===== src/rtl/timer_host_pkg.sv =====
package timer_host_pkg;

  // Byte sequencing modes carried in control word bits 5:4
  typedef enum logic [1:0] {
    ACC_FREEZE = 2'd0,
    ACC_LOW    = 2'd1,
    ACC_HIGH   = 2'd2,
    ACC_WORD   = 2'd3
  } acc_e;

  // Per-channel actions decoded from one control port write
  typedef struct packed {
    logic cfg_we;
    logic cnt_freeze;
    logic stat_freeze;
  } ch_cmd_t;

endpackage


===== src/rtl/tmr_cmd_decode.sv =====
module tmr_cmd_decode
  import timer_host_pkg::*;
#(
  parameter int NUM_CH = 3,
  parameter int BYTE_W = 8
) (
  input  logic                      ctrl_we,
  input  logic [BYTE_W-1:1]         ctrl_byte,
  output ch_cmd_t [NUM_CH-1:0]      cmd
);
  localparam int SEL_LO = BYTE_W - 2;

  logic [1:0] sel;
  logic [1:0] acc;
  logic       readback;

  assign sel      = ctrl_byte[BYTE_W-1:SEL_LO];
  assign acc      = ctrl_byte[5:4];
  assign readback = (sel == 2'd3);

  for (genvar i = 0; i < NUM_CH; i++) begin : g_ch
    logic hit;
    logic rb_hit;
    assign hit    = !readback && (sel == 2'(i));
    assign rb_hit = readback && ctrl_byte[i+1];
    assign cmd[i].cfg_we      = ctrl_we && hit && (acc != ACC_FREEZE);
    assign cmd[i].cnt_freeze  = ctrl_we && ((hit && (acc == ACC_FREEZE)) ||
                                            (rb_hit && !ctrl_byte[5]));
    assign cmd[i].stat_freeze = ctrl_we && rb_hit && !ctrl_byte[4];
  end
endmodule


===== src/rtl/tmr_chan_regs.sv =====
module tmr_chan_regs
  import timer_host_pkg::*;
#(
  parameter int BYTE_W = 8,
  parameter int MODE_W = 3
) (
  input  logic                clk,
  input  logic                rst,
  input  ch_cmd_t             cmd,
  input  logic                data_we,
  input  logic                data_re,
  input  logic [BYTE_W-1:0]   wdata,
  input  logic [2*BYTE_W-1:0] live_cnt,
  input  logic                out_lvl,
  output logic [MODE_W-1:0]   mode,
  output logic                load,
  output logic [2*BYTE_W-1:0] load_val,
  output logic [BYTE_W-1:0]   rdata
);
  localparam int CNT_W = 2 * BYTE_W;

  acc_e              acc_q;
  logic [MODE_W-1:0] mode_q;
  logic              bcd_q;
  logic              wr_hi_q;
  logic              rd_hi_q;
  logic [BYTE_W-1:0] lsb_q;
  logic [CNT_W-1:0]  frz_cnt_q;
  acc_e              frz_st_q;   // ACC_FREEZE means nothing frozen
  logic [BYTE_W-1:0] frz_stat_q;
  logic              frz_stat_v_q;
  logic              load_q;
  logic [CNT_W-1:0]  load_val_q;

  assign mode     = mode_q;
  assign load     = load_q;
  assign load_val = load_val_q;

  always_comb begin
    if (frz_stat_v_q) begin
      rdata = frz_stat_q;
    end else if (frz_st_q != ACC_FREEZE) begin
      rdata = (frz_st_q == ACC_HIGH) ? frz_cnt_q[CNT_W-1:BYTE_W] : frz_cnt_q[BYTE_W-1:0];
    end else begin
      case (acc_q)
        ACC_HIGH: rdata = live_cnt[CNT_W-1:BYTE_W];
        ACC_WORD: rdata = rd_hi_q ? live_cnt[CNT_W-1:BYTE_W] : live_cnt[BYTE_W-1:0];
        default:  rdata = live_cnt[BYTE_W-1:0];
      endcase
    end
  end

  always_ff @(posedge clk) begin
    if (rst) begin
      acc_q        <= ACC_LOW;
      mode_q       <= '0;
      bcd_q        <= 1'b0;
      wr_hi_q      <= 1'b0;
      rd_hi_q      <= 1'b0;
      lsb_q        <= '0;
      frz_cnt_q    <= '0;
      frz_st_q     <= ACC_FREEZE;
      frz_stat_q   <= '0;
      frz_stat_v_q <= 1'b0;
      load_q       <= 1'b0;
      load_val_q   <= '0;
    end else begin
      load_q <= 1'b0;

      if (cmd.cfg_we) begin
        acc_q   <= acc_e'(wdata[5:4]);
        mode_q  <= wdata[MODE_W:1];
        bcd_q   <= wdata[0];
        wr_hi_q <= 1'b0;
        rd_hi_q <= 1'b0;
      end else if (data_we) begin
        case (acc_q)
          ACC_HIGH: begin
            load_q     <= 1'b1;
            load_val_q <= {wdata, {BYTE_W{1'b0}}};
          end
          ACC_WORD: begin
            if (wr_hi_q) begin
              load_q     <= 1'b1;
              load_val_q <= {wdata, lsb_q};
            end else begin
              lsb_q <= wdata;
            end
            wr_hi_q <= !wr_hi_q;
          end
          default: begin
            load_q     <= 1'b1;
            load_val_q <= {{BYTE_W{1'b0}}, wdata};
          end
        endcase
      end

      if (data_re) begin
        if (frz_stat_v_q) begin
          frz_stat_v_q <= 1'b0;
        end else if (frz_st_q != ACC_FREEZE) begin
          frz_st_q <= (frz_st_q == ACC_WORD) ? ACC_HIGH : ACC_FREEZE;
        end else if (acc_q == ACC_WORD) begin
          rd_hi_q <= !rd_hi_q;
        end
      end

      if (cmd.cnt_freeze && (frz_st_q == ACC_FREEZE)) begin
        frz_cnt_q <= live_cnt;
        frz_st_q  <= acc_q;
      end

      if (cmd.stat_freeze && !frz_stat_v_q) begin
        frz_stat_q   <= {out_lvl, 1'b0, acc_q, mode_q, bcd_q};
        frz_stat_v_q <= 1'b1;
      end
    end
  end
endmodule


===== src/rtl/timer_host_regs.sv =====
module timer_host_regs
  import timer_host_pkg::*;
#(
  parameter int NUM_CH = 3,
  parameter int BYTE_W = 8,
  parameter int MODE_W = 3,
  parameter int ADDR_W = 2,
  parameter int CNT_W  = 16
) (
  input  logic                     clk,
  input  logic                     rst,
  input  logic                     wr_en,
  input  logic                     rd_en,
  input  logic [ADDR_W-1:0]        addr,
  input  logic [BYTE_W-1:0]        wdata,
  output logic [BYTE_W-1:0]        rdata,
  output logic [NUM_CH*MODE_W-1:0] ch_mode,
  output logic [NUM_CH-1:0]        ch_load,
  output logic [NUM_CH*CNT_W-1:0]  ch_load_val,
  input  logic [NUM_CH*CNT_W-1:0]  ch_count,
  input  logic [NUM_CH-1:0]        ch_out
);
  localparam logic [ADDR_W-1:0] CTRL_ADDR = ADDR_W'(NUM_CH);

  ch_cmd_t [NUM_CH-1:0]             cmd;
  logic    [NUM_CH-1:0][BYTE_W-1:0] ch_rdata;
  logic                             ctrl_we;

  assign ctrl_we = wr_en && (addr == CTRL_ADDR);

  tmr_cmd_decode #(.NUM_CH(NUM_CH), .BYTE_W(BYTE_W)) u_dec (
    .ctrl_we   (ctrl_we),
    .ctrl_byte (wdata[BYTE_W-1:1]),
    .cmd       (cmd)
  );

  for (genvar i = 0; i < NUM_CH; i++) begin : g_ch
    tmr_chan_regs #(.BYTE_W(BYTE_W), .MODE_W(MODE_W)) u_ch (
      .clk      (clk),
      .rst      (rst),
      .cmd      (cmd[i]),
      .data_we  (wr_en && (addr == ADDR_W'(i))),
      .data_re  (rd_en && (addr == ADDR_W'(i))),
      .wdata    (wdata),
      .live_cnt (ch_count[i*CNT_W +: CNT_W]),
      .out_lvl  (ch_out[i]),
      .mode     (ch_mode[i*MODE_W +: MODE_W]),
      .load     (ch_load[i]),
      .load_val (ch_load_val[i*CNT_W +: CNT_W]),
      .rdata    (ch_rdata[i])
    );
  end

  always_comb begin
    rdata = '1;
    for (int i = 0; i < NUM_CH; i++) begin
      if (addr == ADDR_W'(i)) rdata = ch_rdata[i];
    end
  end
endmodule


===== config.mk =====
export PLATFORM = sky130hd
export DESIGN_NAME = timer_host_regs
export DESIGN_NICKNAME = d
export VERILOG_FILES = /design/src/rtl/timer_host_pkg.sv /design/src/rtl/tmr_cmd_decode.sv /design/src/rtl/tmr_chan_regs.sv /design/src/rtl/timer_host_regs.sv
export SDC_FILE = /design/constraint.sdc
export NUM_CORES = 1
export LEC_CHECK = 0
export ABC_AREA = 1
export BUFFER_PORTS_ARGS = -buffer_cell sky130_fd_sc_hd__buf_2
export CORE_MARGIN = 4
export CORE_UTILIZATION = 60
export DETAILED_ROUTE_END_ITERATION = 6
export GPL_TIMING_DRIVEN = 1
export PLACE_DENSITY = 0.85
export SLEW_MARGIN = 20
export SYNTH_ARGS = -nofsm -noshare
export SYNTH_HDL_FRONTEND = slang
export SYNTH_SLANG_ARGS = --single-unit

===== constraint.sdc =====
create_clock -name clk -period 2.8 [get_ports clk]
set_clock_uncertainty 0.2 [all_clocks]
set_input_delay 0.7 -clock clk [delete_from_list [all_inputs] [get_ports clk]]
set_output_delay 0.7 -clock clk [all_outputs]
set_load 0.05 [all_outputs]

; ---- Word level (Yosys, flattened, before mapping)
; Index checks and enable logic that the tools add are counted.
[totals]
register_bits = 177
latchBits = 0
mem_bits_rw = 0
romBits = 0
input_bits = 65
out_inout_bits = 68
wordCells = 227
n_memories = 0
[classes]
addsub = 0
n_mul = 0
n_div = 0
order_cmp = 0
n_eq_ne = 24
shifts = 0
n_mux = 66
n_bitwise = 9
n_reduce_logical = 92
[op_table]
columns = cell, count
row1 = two-way mux 8 bit, 15
row2 = case mux 16 bit (2 select lines), 3
row3 = two-way mux 16 bit, 3
row4 = case mux 8 bit (2 select lines), 3
row5 = logical AND 1 bit, 40
row6 = equality test 2 bit (second input constant), 16
row7 = two-way mux 2 bit, 15
row8 = two-way mux 1 bit, 27
row9 = nonzero test 2 bit, 13
row10 = AND reduction 3 bit, 6
row11 = zero test 1 bit, 12
row12 = zero test 2 bit, 6
row13 = AND reduction 4 bit, 3
row14 = inverter 1 bit, 9
row15 = OR reduction 3 bit, 3
row16 = inequality test 2 x 1 -> 1 bit (second input constant), 3
row17 = inequality test 2 bit (second input constant), 3
row18 = AND reduction 2 bit, 3
row19 = OR reduction 2 bit, 3
row20 = equality test 2 x 1 -> 1 bit (second input constant), 2
row21 = logical OR 1 bit, 3

; ---- Logic depth before layout (Yosys ltp)
; Gate-level depths: netlist of run 1.
[depth]
ltp_word = 10
ltp_mapped = 10
depth_no_buf = 10

; ---- Hierarchy
; Synthesis of run 1 repeated with hierarchy kept, for this count alone.
[unflattened]
hier_cells = 1236
area_unflattened_um2 = 8521.9
[by_module_without_submodules]
columns = mod, instances, cells_per_inst, area_per_inst_um2, seq_area_each_um2
row1 = tmr_chan_regs, 3, 383, 2700.1, 1181.1
row2 = timer_host_regs, 1, 61, 311.5, 0.0
row3 = tmr_cmd_decode, 1, 26, 110.1, 0.0

; ---- Worst setup path before layout of run 1
; OpenSTA, ideal clock, no wires.
[synth_timing]
path_kind = input -> output
from = input port addr[0]
to = output port rdata[0]
arrival_ps = 1752
required_ps = 1900
slack_ps = 148
stages = 7
n_path_buf = 1
cell_sequence = buf_4 -> nor2_4 -> nand2_1 -> inv_1 -> nand2_1 -> nand2_1 -> nor2_1
[synth_between]
elab_chain_len = 4
elab_cells_between_ends = 6
classes_between = 2 x eq/ne / 3 x mux / 1 x reduce/logical
[synth_rtl]
columns = element, line_no
row1 = "start, declared", timer_host_regs.sv:14  ; input logic [ADDR_W-1:0] addr,
row2 = zero test 2 bit, timer_host_regs.sv:57  ; if (addr == ADDR_W'(i)) rdata = ch_rdata[i];
row3 = two-way mux 8 bit (2 in a row), timer_host_regs.sv:57
row4 = two-way mux 8 bit (*), timer_host_regs.sv:57
row5 = "end, declared", timer_host_regs.sv:16  ; output logic [BYTE_W-1:0] rdata,
; Every way passes the cells marked *; elsewhere a longest branch is shown, timed or not.

; ---- Worst setup path after layout of run 1
[layout_timing]
from = register g_ch[1].u_ch.frz_st_q[0]
to = output port rdata[1]
[layout_between]
elab_chain_len = 6
elab_cells_between_ends = 7
classes_between = 1 x eq/ne / 5 x mux / 1 x reduce/logical
[layout_rtl]
columns = element, line_no
row1 = "start, declared", tmr_chan_regs.sv:29  ; acc_e frz_st_q;
row2 = "start signal, assigned", tmr_chan_regs.sv:102  ; frz_st_q <= (frz_st_q == ACC_WORD) ? ACC_HIGH : ACC_FREEZE;
row3 = "start signal, assigned", tmr_chan_regs.sv:110  ; frz_st_q <= acc_q;
row4 = equality test 2 bit, tmr_chan_regs.sv:43  ; rdata = (frz_st_q == ACC_HIGH) ? frz_cnt_q[CNT_W-1:BYTE_W] : frz_cnt_q[BYTE_W-1:0];
row5 = two-way mux 8 bit, tmr_chan_regs.sv:43
row6 = two-way mux 8 bit (*), tmr_chan_regs.sv:42  ; end else if (frz_st_q != ACC_FREEZE) begin
row7 = two-way mux 8 bit (*), tmr_chan_regs.sv:40  ; if (frz_stat_v_q) begin
row8 = two-way mux 8 bit (*) (2 in a row), timer_host_regs.sv:57
; Marked as above.

==> impl_metrics.prom, run 1 <==
# TYPE chip_impl_metric gauge
chip_impl_metric{name="synth_edf_count",unit=""} 0
chip_impl_info{name="tritoncts",value="built"} 1
chip_impl_metric{name="max-slew-margin-rel",unit="%"} 58.5
chip_impl_metric{name="rd_place_congestion",unit=""} 0.914
chip_impl_metric{name="p_leak",unit="nW"} 4.44
chip_impl_metric{name="synth.yosys.seq_area_share",unit="%"} 44.0
chip_impl_metric{name="report.final.slew_viol_count",unit=""} 0
chip_impl_metric{name="worstPathRequired",unit="ns"} 1.90
chip_impl_metric{name="vdd_drop_max",unit="mV"} 0.444
chip_impl_metric{name="portBuffers",unit=""} 132
chip_impl_metric{name="wl",unit="mm"} 23.0
chip_impl_metric{name="num_vias",unit=""} 8169
chip_impl_metric{name="mappedNetlistArea",unit="mm²"} 0.00806
chip_impl_metric{name="worstSkewPairLatency",unit="ns"} 0.43
chip_impl_metric{name="cp.arrival",unit="ns"} 1.81
chip_impl_info{name="outcome",value="complete, no violations"} 1
chip_impl_metric{name="post_cts.repair.setup_buffers",unit=""} 0
chip_impl_metric{name="floorplan.die_area",unit="mm²"} 0.0153
chip_impl_info{name="synth.area.top_cells",value="dfxtp_1 (44%), nand2_1 (11%), o21ai_0 (8.6%)"} 1
chip_impl_metric{name="syn_avg_cell_area",unit="µm²"} 7.22
chip_impl_metric{name="drt_wl_cell",unit="µm"} 16.1
chip_impl_metric{name="layout_worst_path_cycle_share",unit="%"} 96.8
chip_impl_info{name="synth_flop_cell",value="dfxtp_1"} 1
chip_impl_metric{name="pre_cts_ws",unit="ns"} 0.101
chip_impl_metric{name="coreArea",unit="mm²"} 0.0132
chip_impl_info{name="worstHoldPathType",value="flop to flop"} 1
chip_impl_metric{name="ys_warn_count",unit=""} 0
chip_impl_info{name="cpLargestDelayFamily",value="simple AND/OR/NAND/NOR gates"} 1
chip_impl_metric{name="layout.nets",unit=""} 1302
chip_impl_info{name="setup.worst_path.start",value="g_ch[1].u_ch.frz_st_q[0]"} 1
chip_impl_metric{name="first_global_vias",unit=""} 7514
chip_impl_info{name="timing.critical_path.to_type",value="output port"} 1
chip_impl_metric{name="path_buf_inv",unit=""} 3
chip_impl_metric{name="dr.pass1.iters",unit=""} 6
chip_impl_metric{name="timing.final.ws_setup",unit="ns"} 0.0893
chip_impl_info{name="min_from",value="g_ch[1].u_ch.bcd_q"} 1
chip_impl_metric{name="number_of_ports_placed_on_the_die_boundary",unit=""} 133
chip_impl_info{name="critPathKind",value="flop to output port"} 1
chip_impl_metric{name="violation_count_after_the_first_detailed_routing_iteration",unit=""} 817
chip_impl_metric{name="yosysTopAreaCellShare",unit="%"} 44.0
chip_impl_metric{name="syn-num-nets",unit=""} 1181
chip_impl_metric{name="ys_seq_elements",unit=""} 177
chip_impl_metric{name="place.detailed.hpwl",unit="mm"} 15.4
chip_impl_metric{name="upper_clock_frequency_limit",unit="GHz"} 0.369
chip_impl_metric{name="hold_viol_final",unit=""} 0
chip_impl_metric{name="min_period",unit="ns"} 2.71
chip_impl_metric{name="cts.path.max_buffers",unit=""} 2
chip_impl_metric{name="detailed_place.area",unit="mm²"} 0.00883
chip_impl_metric{name="drv.max_cap_violation_count",unit=""} 0
chip_impl_metric{name="initial_antenna_violation_count",unit=""} 0
chip_impl_metric{name="drive_gt1_share",unit="%"} 21.8
chip_impl_metric{name="final_area",unit="mm²"} 0.00956
chip_impl_metric{name="critical_path.max_fanout",unit=""} 4
chip_impl_metric{name="htree_num_levels",unit=""} 4
chip_impl_metric{name="timing.critical_path.slowest_cell_delay",unit="ns"} 0.34
chip_impl_info{name="critical_path.reg2reg.startpoint",value="g_ch[1].u_ch.frz_st_q[0]"} 1
chip_impl_metric{name="overflow",unit=""} 0
chip_impl_metric{name="grtUsageTotal",unit="%"} 30.3
chip_impl_metric{name="grt_start_max_net_pins",unit=""} 61
chip_impl_metric{name="initial_utilization",unit="%"} 61.1
chip_impl_info{name="cell_with_the_largest_stage_delay_on_the_worst_path",value="dfxtp_2"} 1
chip_impl_metric{name="number_of_distinct_library_cell_variants_in_the_gate_level_netlist_after_synthesis",unit=""} 40
chip_impl_info{name="library_cell_with_the_largest_summed_area_after_synthesis",value="dfxtp_1"} 1
chip_impl_metric{name="row_count",unit=""} 42
chip_impl_metric{name="power-per-cell-area",unit="mW/mm²"} 577
chip_impl_metric{name="clock_sink_count",unit=""} 177
chip_impl_metric{name="synthCells",unit=""} 1116
chip_impl_metric{name="tightest_slew",unit="ns"} 0.621
chip_impl_metric{name="synthArstFlopShare",unit="%"} 0
chip_impl_info{name="root_buffer",value="clkbuf_16"} 1
chip_impl_metric{name="finalSetupViolations",unit=""} 0
chip_impl_metric{name="die-height",unit="µm"} 124
chip_impl_info{name="yosysMostFrequentCell",value="nand2_1"} 1
chip_impl_metric{name="die_width",unit="µm"} 124
chip_impl_info{name="worstSetupStartpointType",value="flop"} 1
chip_impl_info{name="rsz_0062_raised_after_global_routing",value="yes"} 1
chip_impl_metric{name="drt-vias-per-instance",unit=""} 5.73
chip_impl_info{name="synth_commonest_cells",value="nand2_1 (231), dfxtp_1 (177), o21ai_0 (139), nand3_1 (94), nor2_1 (92)"} 1
chip_impl_metric{name="tritoncts.num_buffers",unit=""} 17
chip_impl_metric{name="area_growth",unit="%"} 18.7
chip_impl_metric{name="route.antenna.remaining_nets",unit=""} 0
chip_impl_metric{name="fin_hold_ws",unit="ns"} 0.262
chip_impl_metric{name="post-route-drc-count",unit=""} 0
chip_impl_info{name="crit_chain",value="clkinv_1 > buf_4 > nand3_1 > nand2_1 > nor2_2 > nand2_2 > nand2_2 > nand2_1 > nand3_1 > nand2_1 > buf_6"} 1
chip_impl_metric{name="postCtsHoldBufs",unit=""} 0
chip_impl_metric{name="cts.clk_slew.worst_paths",unit="ns"} 0.07
chip_impl_metric{name="first_pass_grt_wire_length",unit="mm"} 36.6
chip_impl_metric{name="fillers",unit=""} 1045
chip_impl_info{name="crit_path_frequent_cell",value="nand2_1"} 1
chip_impl_metric{name="diodes",unit=""} 0
-- through the flow --
stage	TNS [ns]	power [mW]	util [%]	instances
final	0	5.52	72.5	1425
after global routing	-0.0221	5.68	72.5	1425
after CTS	0	5.51	71.6	1425
after detailed placement	0	3.16	67.0	1394
after global placement	0	3.16	67.0	1394
after floorplan	0	2.99	-	1116
-- tightest hold or removal path, cell delays in order (launching register included) --
cell     delay (ns)
dfxtp_1        0.32
inv_1          0.05
a21oi_1        0.05
-- metal layers --
layer  GRT usage [%]  routed length (µm)  vias up
met3            7.86                2070       54
met4            12.7                 579        0
met1            38.7                9460     3790
met2            48.8               10900      381
met5               0                   0        -
li1                -                   -     3944
-- logic make-up after synthesis --
| family | after synthesis | share of synthesized area, % |
|---|---|---|
| flops | 177 | 44.0 |
| compound gates | 306 | 21.1 |
| simple gates | 459 | 25.3 |
| buf+inv | 174 | 9.66 |
-- registers in the layout, indices dropped and copies added, names as in the netlist --
name,count
g_ch.u_ch.acc_q,6
g_ch.u_ch.bcd_q,3
g_ch.u_ch.frz_cnt_q,48
g_ch.u_ch.frz_st_q,6
g_ch.u_ch.frz_stat_q,21
g_ch.u_ch.frz_stat_v_q,3
g_ch.u_ch.load,3
g_ch.u_ch.load_val,48
g_ch.u_ch.lsb_q,24
g_ch.u_ch.mode,9
g_ch.u_ch.rd_hi_q,3
g_ch.u_ch.wr_hi_q,3
-- worst paths after layout --
path                            depth (start not counted)                    endpoint  slack, ns
worst min-delay path                                    2  g_ch[1].u_ch.frz_stat_q[0]       0.26
worst max register to register                          9   g_ch[1].u_ch.frz_cnt_q[2]       0.78
worst max-delay path                                   11                    rdata[1]       0.09
worst min register to register                          2  g_ch[1].u_ch.frz_stat_q[0]       0.26
-- final cells by class --
| cell class | count | area, µm² | area share (%) |
|---|---|---|---|
| multi-input cells | 765 | 3810 | 39.8 |
| flip-flops and latches | 177 | 3550 | 37.2 |
| repair buffers | 164 | 967 | 10.1 |
| inverters | 112 | 433 | 4.53 |
| clock buffers | 18 | 429 | 4.49 |
| well taps | 176 | 220 | 2.30 |
| clock inverters | 13 | 151 | 1.58 |
-- cells in the final DEF, fill, tap and decap left out, drive strengths merged, types with 4 or more instances in the layout --
cell,Yosys,routed
or2,7,7
o31ai,25,25
nor2,101,101
nand3b,6,6
a211oi,4,4
o211ai,9,9
buf,35,163
dfxtp,177,177
clkinv,10,14
nor3,8,8
a31oi,25,25
nand2,237,237
o21ai,147,147
clkbuf,27,19
inv,102,108
nand3,96,96
a21oi,93,93
-- report_power, final --
| group | internal (mW) | switching (mW) |
|---|---|---|
| sequential | 2.55 | 0.0222 |
| combinational | 0.166 | 0.398 |
| clock | 1.33 | 1.05 |
| total | 4.05 | 1.47 |
-- timing repair --
action,CTS,global route
setup endpoints to repair,8,8
pin swaps,0,3
gates cloned,0,0
resized for setup,15,44
endpoints found under the hold margin,0,0
(Power assumes the default switching activity.)
==> run 2, diff against run 1 <==
--- a/config.mk
+++ b/config.mk
@@ -5,14 +5,12 @@
 export SDC_FILE = /design/constraint.sdc
 export NUM_CORES = 1
 export LEC_CHECK = 0
-export ABC_AREA = 1
 export BUFFER_PORTS_ARGS = -buffer_cell sky130_fd_sc_hd__buf_2
 export CORE_MARGIN = 4
 export CORE_UTILIZATION = 60
 export DETAILED_ROUTE_END_ITERATION = 6
 export GPL_TIMING_DRIVEN = 1
 export PLACE_DENSITY = 0.85
-export SLEW_MARGIN = 20
 export SYNTH_ARGS = -nofsm -noshare
 export SYNTH_HDL_FRONTEND = slang
 export SYNTH_SLANG_ARGS = --single-unit
==> constraint.sdc (replaced) <==
create_clock -name clk -period 2.8 [get_ports clk]
set_clock_uncertainty 0.2 [all_clocks]
set_input_delay 0.7 -clock clk [delete_from_list [all_inputs] [get_ports clk]]
set_output_delay 0.7 -clock clk [all_outputs]
set_load 0.02 [all_outputs]
==> impl_metrics.prom, run 2 <==
# TYPE chip_impl_metric gauge
chip_impl_info{name="outcome",value="finished, violations left"} 1
chip_impl_info{name="violations",value="design-rule violations, negative setup slack"} 1
chip_impl_metric{name="synth.yosys.seq_area_share",unit="%"} 44.7
chip_impl_metric{name="synthCells",unit=""} 915
chip_impl_info{name="most-common-layout-cells",value="dfxtp_1 (166), nor2_1 (149), buf_2 (124), nand2_1 (94), mux2i_1 (93)"} 1
chip_impl_metric{name="synth_edf_count",unit=""} 0
chip_impl_metric{name="die_width",unit="µm"} 123
chip_impl_metric{name="hold_viol_final",unit=""} 0
chip_impl_metric{name="critical_path.max_fanout",unit=""} 5
chip_impl_info{name="synth_commonest_cells",value="dfxtp_1 (177), nor2_1 (150), mux2i_1 (97), nand2_1 (95), a21oi_1 (59)"} 1
chip_impl_info{name="root_buffer",value="clkbuf_16"} 1
chip_impl_info{name="rsz_0062_raised_after_global_routing",value="yes"} 1
chip_impl_metric{name="initial_antenna_violation_count",unit=""} 2
chip_impl_metric{name="clock_sink_count",unit=""} 177
chip_impl_metric{name="cts.clk_slew.worst_paths",unit="ns"} 0.06
chip_impl_metric{name="num_vias",unit=""} 7640
chip_impl_metric{name="htree_num_levels",unit=""} 4
chip_impl_metric{name="share_of_total_power_in_the_clock_network",unit="%"} 43.2
chip_impl_metric{name="syn_avg_cell_area",unit="µm²"} 8.66
chip_impl_info{name="worstHoldPathType",value="flop to flop"} 1
chip_impl_info{name="worstHoldEndpoint",value="g_ch[1].u_ch.load_val[11]"} 1
chip_impl_info{name="setup.worst_path.start",value="g_ch[2].u_ch.rd_hi_q"} 1
chip_impl_info{name="synth_flop_cell",value="dfxtp_1"} 1
chip_impl_metric{name="max-slew-margin-rel",unit="%"} 35.9
chip_impl_metric{name="drv.max_cap_violation_count",unit=""} 0
chip_impl_metric{name="multiInputGateArea",unit="mm²"} 0.00429
chip_impl_metric{name="grt_start_max_net_pins",unit=""} 61
chip_impl_metric{name="min_period",unit="ns"} 2.95
chip_impl_metric{name="total_power_consumption_of_the_routed_design",unit="mW"} 5.41
chip_impl_metric{name="layout_worst_path_cycle_share",unit="%"} 106
chip_impl_info{name="min_from",value="g_ch[1].u_ch.load_val[11]"} 1
chip_impl_metric{name="timing.final.ws_setup",unit="ns"} -0.154
chip_impl_metric{name="report.final.slew_viol_count",unit=""} 0
chip_impl_metric{name="tightest_slew",unit="ns"} 0.958
chip_impl_metric{name="vdd_drop_max",unit="mV"} 0.498
chip_impl_info{name="timing.critical_path.to_type",value="output port"} 1
chip_impl_metric{name="utilization",unit="%"} 78.4
chip_impl_metric{name="floorplan.die_area",unit="mm²"} 0.0151
chip_impl_metric{name="number_of_ports_placed_on_the_die_boundary",unit=""} 133
chip_impl_metric{name="place.detailed.hpwl",unit="mm"} 14.8
chip_impl_metric{name="drt-vias-per-instance",unit=""} 6.19
chip_impl_metric{name="portBuffers",unit=""} 132
chip_impl_metric{name="number_of_distinct_library_cell_variants_in_the_gate_level_netlist_after_synthesis",unit=""} 61
chip_impl_metric{name="fin_hold_ws",unit="ns"} 0.248
chip_impl_metric{name="layout.nets",unit=""} 1114
chip_impl_metric{name="comb_power_share",unit="%"} 9.3
chip_impl_metric{name="syn-num-nets",unit=""} 980
chip_impl_metric{name="first_pass_grt_wire_length",unit="mm"} 35.9
chip_impl_metric{name="reg2reg_depth",unit=""} 6
chip_impl_metric{name="ys_warn_count",unit=""} 0
chip_impl_metric{name="overflow",unit=""} 0
chip_impl_metric{name="cp.arrival",unit="ns"} 2.05
chip_impl_metric{name="cts.path.max_buffers",unit=""} 2
chip_impl_info{name="tritoncts",value="built"} 1
chip_impl_metric{name="fillers",unit=""} 766
chip_impl_metric{name="power.net_switching",unit="mW"} 1.34
chip_impl_info{name="r2r-end",value="g_ch[0].u_ch.load_val[14]"} 1
chip_impl_info{name="worstSetupStartpointType",value="flop"} 1
chip_impl_metric{name="route.antenna.remaining_nets",unit=""} 0
chip_impl_metric{name="finalSetupViolations",unit=""} 8
chip_impl_info{name="library_cell_with_the_largest_summed_area_after_synthesis",value="dfxtp_1"} 1
chip_impl_metric{name="rd_place_congestion",unit=""} 0.893
chip_impl_info{name="yosysMostFrequentCell",value="dfxtp_1"} 1
chip_impl_info{name="crit_chain",value="inv_2 > a21oi_4 > mux2_4 > a2111oi_4 > nor4_4 > buf_4"} 1
chip_impl_metric{name="r2r_setup_slack",unit="ns"} 0.54
chip_impl_metric{name="postCtsHoldBufs",unit=""} 0
chip_impl_metric{name="worstSkewPairLatency",unit="ns"} 0.43
chip_impl_metric{name="power-per-cell-area",unit="mW/mm²"} 540
chip_impl_metric{name="drive_gt1_share",unit="%"} 30.2
chip_impl_metric{name="area_growth",unit="%"} 26.4
chip_impl_metric{name="wl",unit="mm"} 23.8
chip_impl_metric{name="power_switching_share",unit="%"} 24.7
chip_impl_metric{name="ys_seq_elements",unit=""} 177
chip_impl_metric{name="upper_clock_frequency_limit",unit="GHz"} 0.339
chip_impl_metric{name="die-height",unit="µm"} 123
chip_impl_metric{name="grtUsageTotal",unit="%"} 30.5
chip_impl_info{name="critPathKind",value="flop to output port"} 1
chip_impl_metric{name="synthArstFlopShare",unit="%"} 0
chip_impl_metric{name="first_global_vias",unit=""} 7079
chip_impl_metric{name="initial_utilization",unit="%"} 62.0
chip_impl_metric{name="register_area",unit="mm²"} 0.00356
chip_impl_info{name="cell_with_the_largest_stage_delay_on_the_worst_path",value="mux2_4"} 1
chip_impl_metric{name="row_count",unit=""} 41
chip_impl_metric{name="post-route-drc-count",unit=""} 1
chip_impl_metric{name="cellInternalPower",unit="mW"} 4.07
chip_impl_info{name="final_common_cell",value="dfxtp_1"} 1
chip_impl_info{name="synth.area.top_cells",value="dfxtp_1 (45%), mux2i_1 (12%), nor2_1 (7.1%)"} 1
chip_impl_metric{name="coreArea",unit="mm²"} 0.0128
chip_impl_metric{name="dr.pass1.iters",unit=""} 7
chip_impl_metric{name="timing.critical_path.slowest_cell_delay",unit="ns"} 0.35
chip_impl_metric{name="worstPathRequired",unit="ns"} 1.90
chip_impl_metric{name="violation_count_after_the_first_detailed_routing_iteration",unit=""} 903
chip_impl_metric{name="min_delay_path_depth",unit=""} 2
chip_impl_metric{name="drt_wl_cell",unit="µm"} 19.3
chip_impl_metric{name="p_seq_share",unit="%"} 47.4
chip_impl_metric{name="mappedNetlistArea",unit="mm²"} 0.00792
chip_impl_metric{name="yosysTopAreaCellShare",unit="%"} 44.7
chip_impl_metric{name="p_leak",unit="nW"} 3.79
chip_impl_metric{name="tritoncts.num_buffers",unit=""} 17
chip_impl_info{name="critical_path.reg2reg.startpoint",value="g_ch[0].u_ch.acc_q[1]"} 1
[run 2: changes by cell type after synthesis, moves of 30 or more]
cell,before,now
inv_1,85,22
nand3_1,94,32
a221oi_1,0,40
nand2_1,231,95
o21ai_0,139,21
nor2_1,92,150
mux2i_1,0,97
a21oi_1,89,59
[run 2: power groups by stage]
stage / Clock [mW] / Sequential (mW) / Combinational [mW]
floorplan: 0 / 2.64 / 0.231
global placement: 0 / 2.62 / 0.425
detailed placement: 0 / 2.62 / 0.429
CTS: 2.35 / 2.56 / 0.467
global route: 2.46 / 2.56 / 0.535
finish: 2.34 / 2.56 / 0.505
[run 2: worst max-delay path by stage]
stage                     to  slack [ns]  cells after the start
finish              rdata[3]       -0.15                      6
global route        rdata[3]       -0.20                      6
CTS                 rdata[3]       -0.11                      6
detailed placement  rdata[7]       -0.08                      8
global placement    rdata[2]       -0.06                      8
floorplan           rdata[0]        0.01                      6
[run 2: critical path, delay by kind of cell (launching register included)]
kind / cells / cell delay, ns
mux: 1 / 0.35
flops: 1 / 0.34
compound gates: 2 / 0.62
buf+inv: 2 / 0.23
simple gates: 1 / 0.09
[run 2: routing by layer]
| metal | track usage, % | share of wire (%) |
|---|---|---|
| met5 | 0 | 0 |
| met2 | 47.6 | 47 |
| met4 | 14.2 | 3.6 |
| met1 | 40.1 | 40 |
| met3 | 7.27 | 9.6 |
[run 2: layout make-up]
type / count / area share [%]
Multi-Input combinational cell: 633 / 42.8
Sequential cell: 177 / 35.6
Timing Repair Buffer: 196 / 12.6
Clock buffer: 18 / 4.39
Tap cell: 172 / 2.15
Clock inverter: 13 / 1.37
Inverter: 24 / 0.975
Antenna cell: 2 / 0.0500
[run 2: repair_timing]
action	in CTS	in global routing
setup buffers	12	3
pin swaps	20	11
resized for setup	79	32
endpoints found under the setup margin	8	8
[run 2: stage by stage]
stage | TNS [ns] | std cells | area [µm²] | setup WS, ns
global placement | -0.183 | 1190 | 8840 | -0.0595
CTS | -0.584 | 1232 | 9840 | -0.112
detailed placement | -0.442 | 1190 | 8840 | -0.0799
floorplan | 0 | 915 | 7930 | 0.0113
finish | -0.894 | 1235 | 10000 | -0.154
global route | -1.33 | 1235 | 10000 | -0.202
[run 2: cell families after synthesis]
kind of cell    count (synthesis)  synth area share [%]
compound gates                173                  15.1
xor+xnor                        2                 0.221
buf+inv                       105                  6.46
flops                         177                  44.7
mux                           104                  13.3
simple gates                  354                  20.2
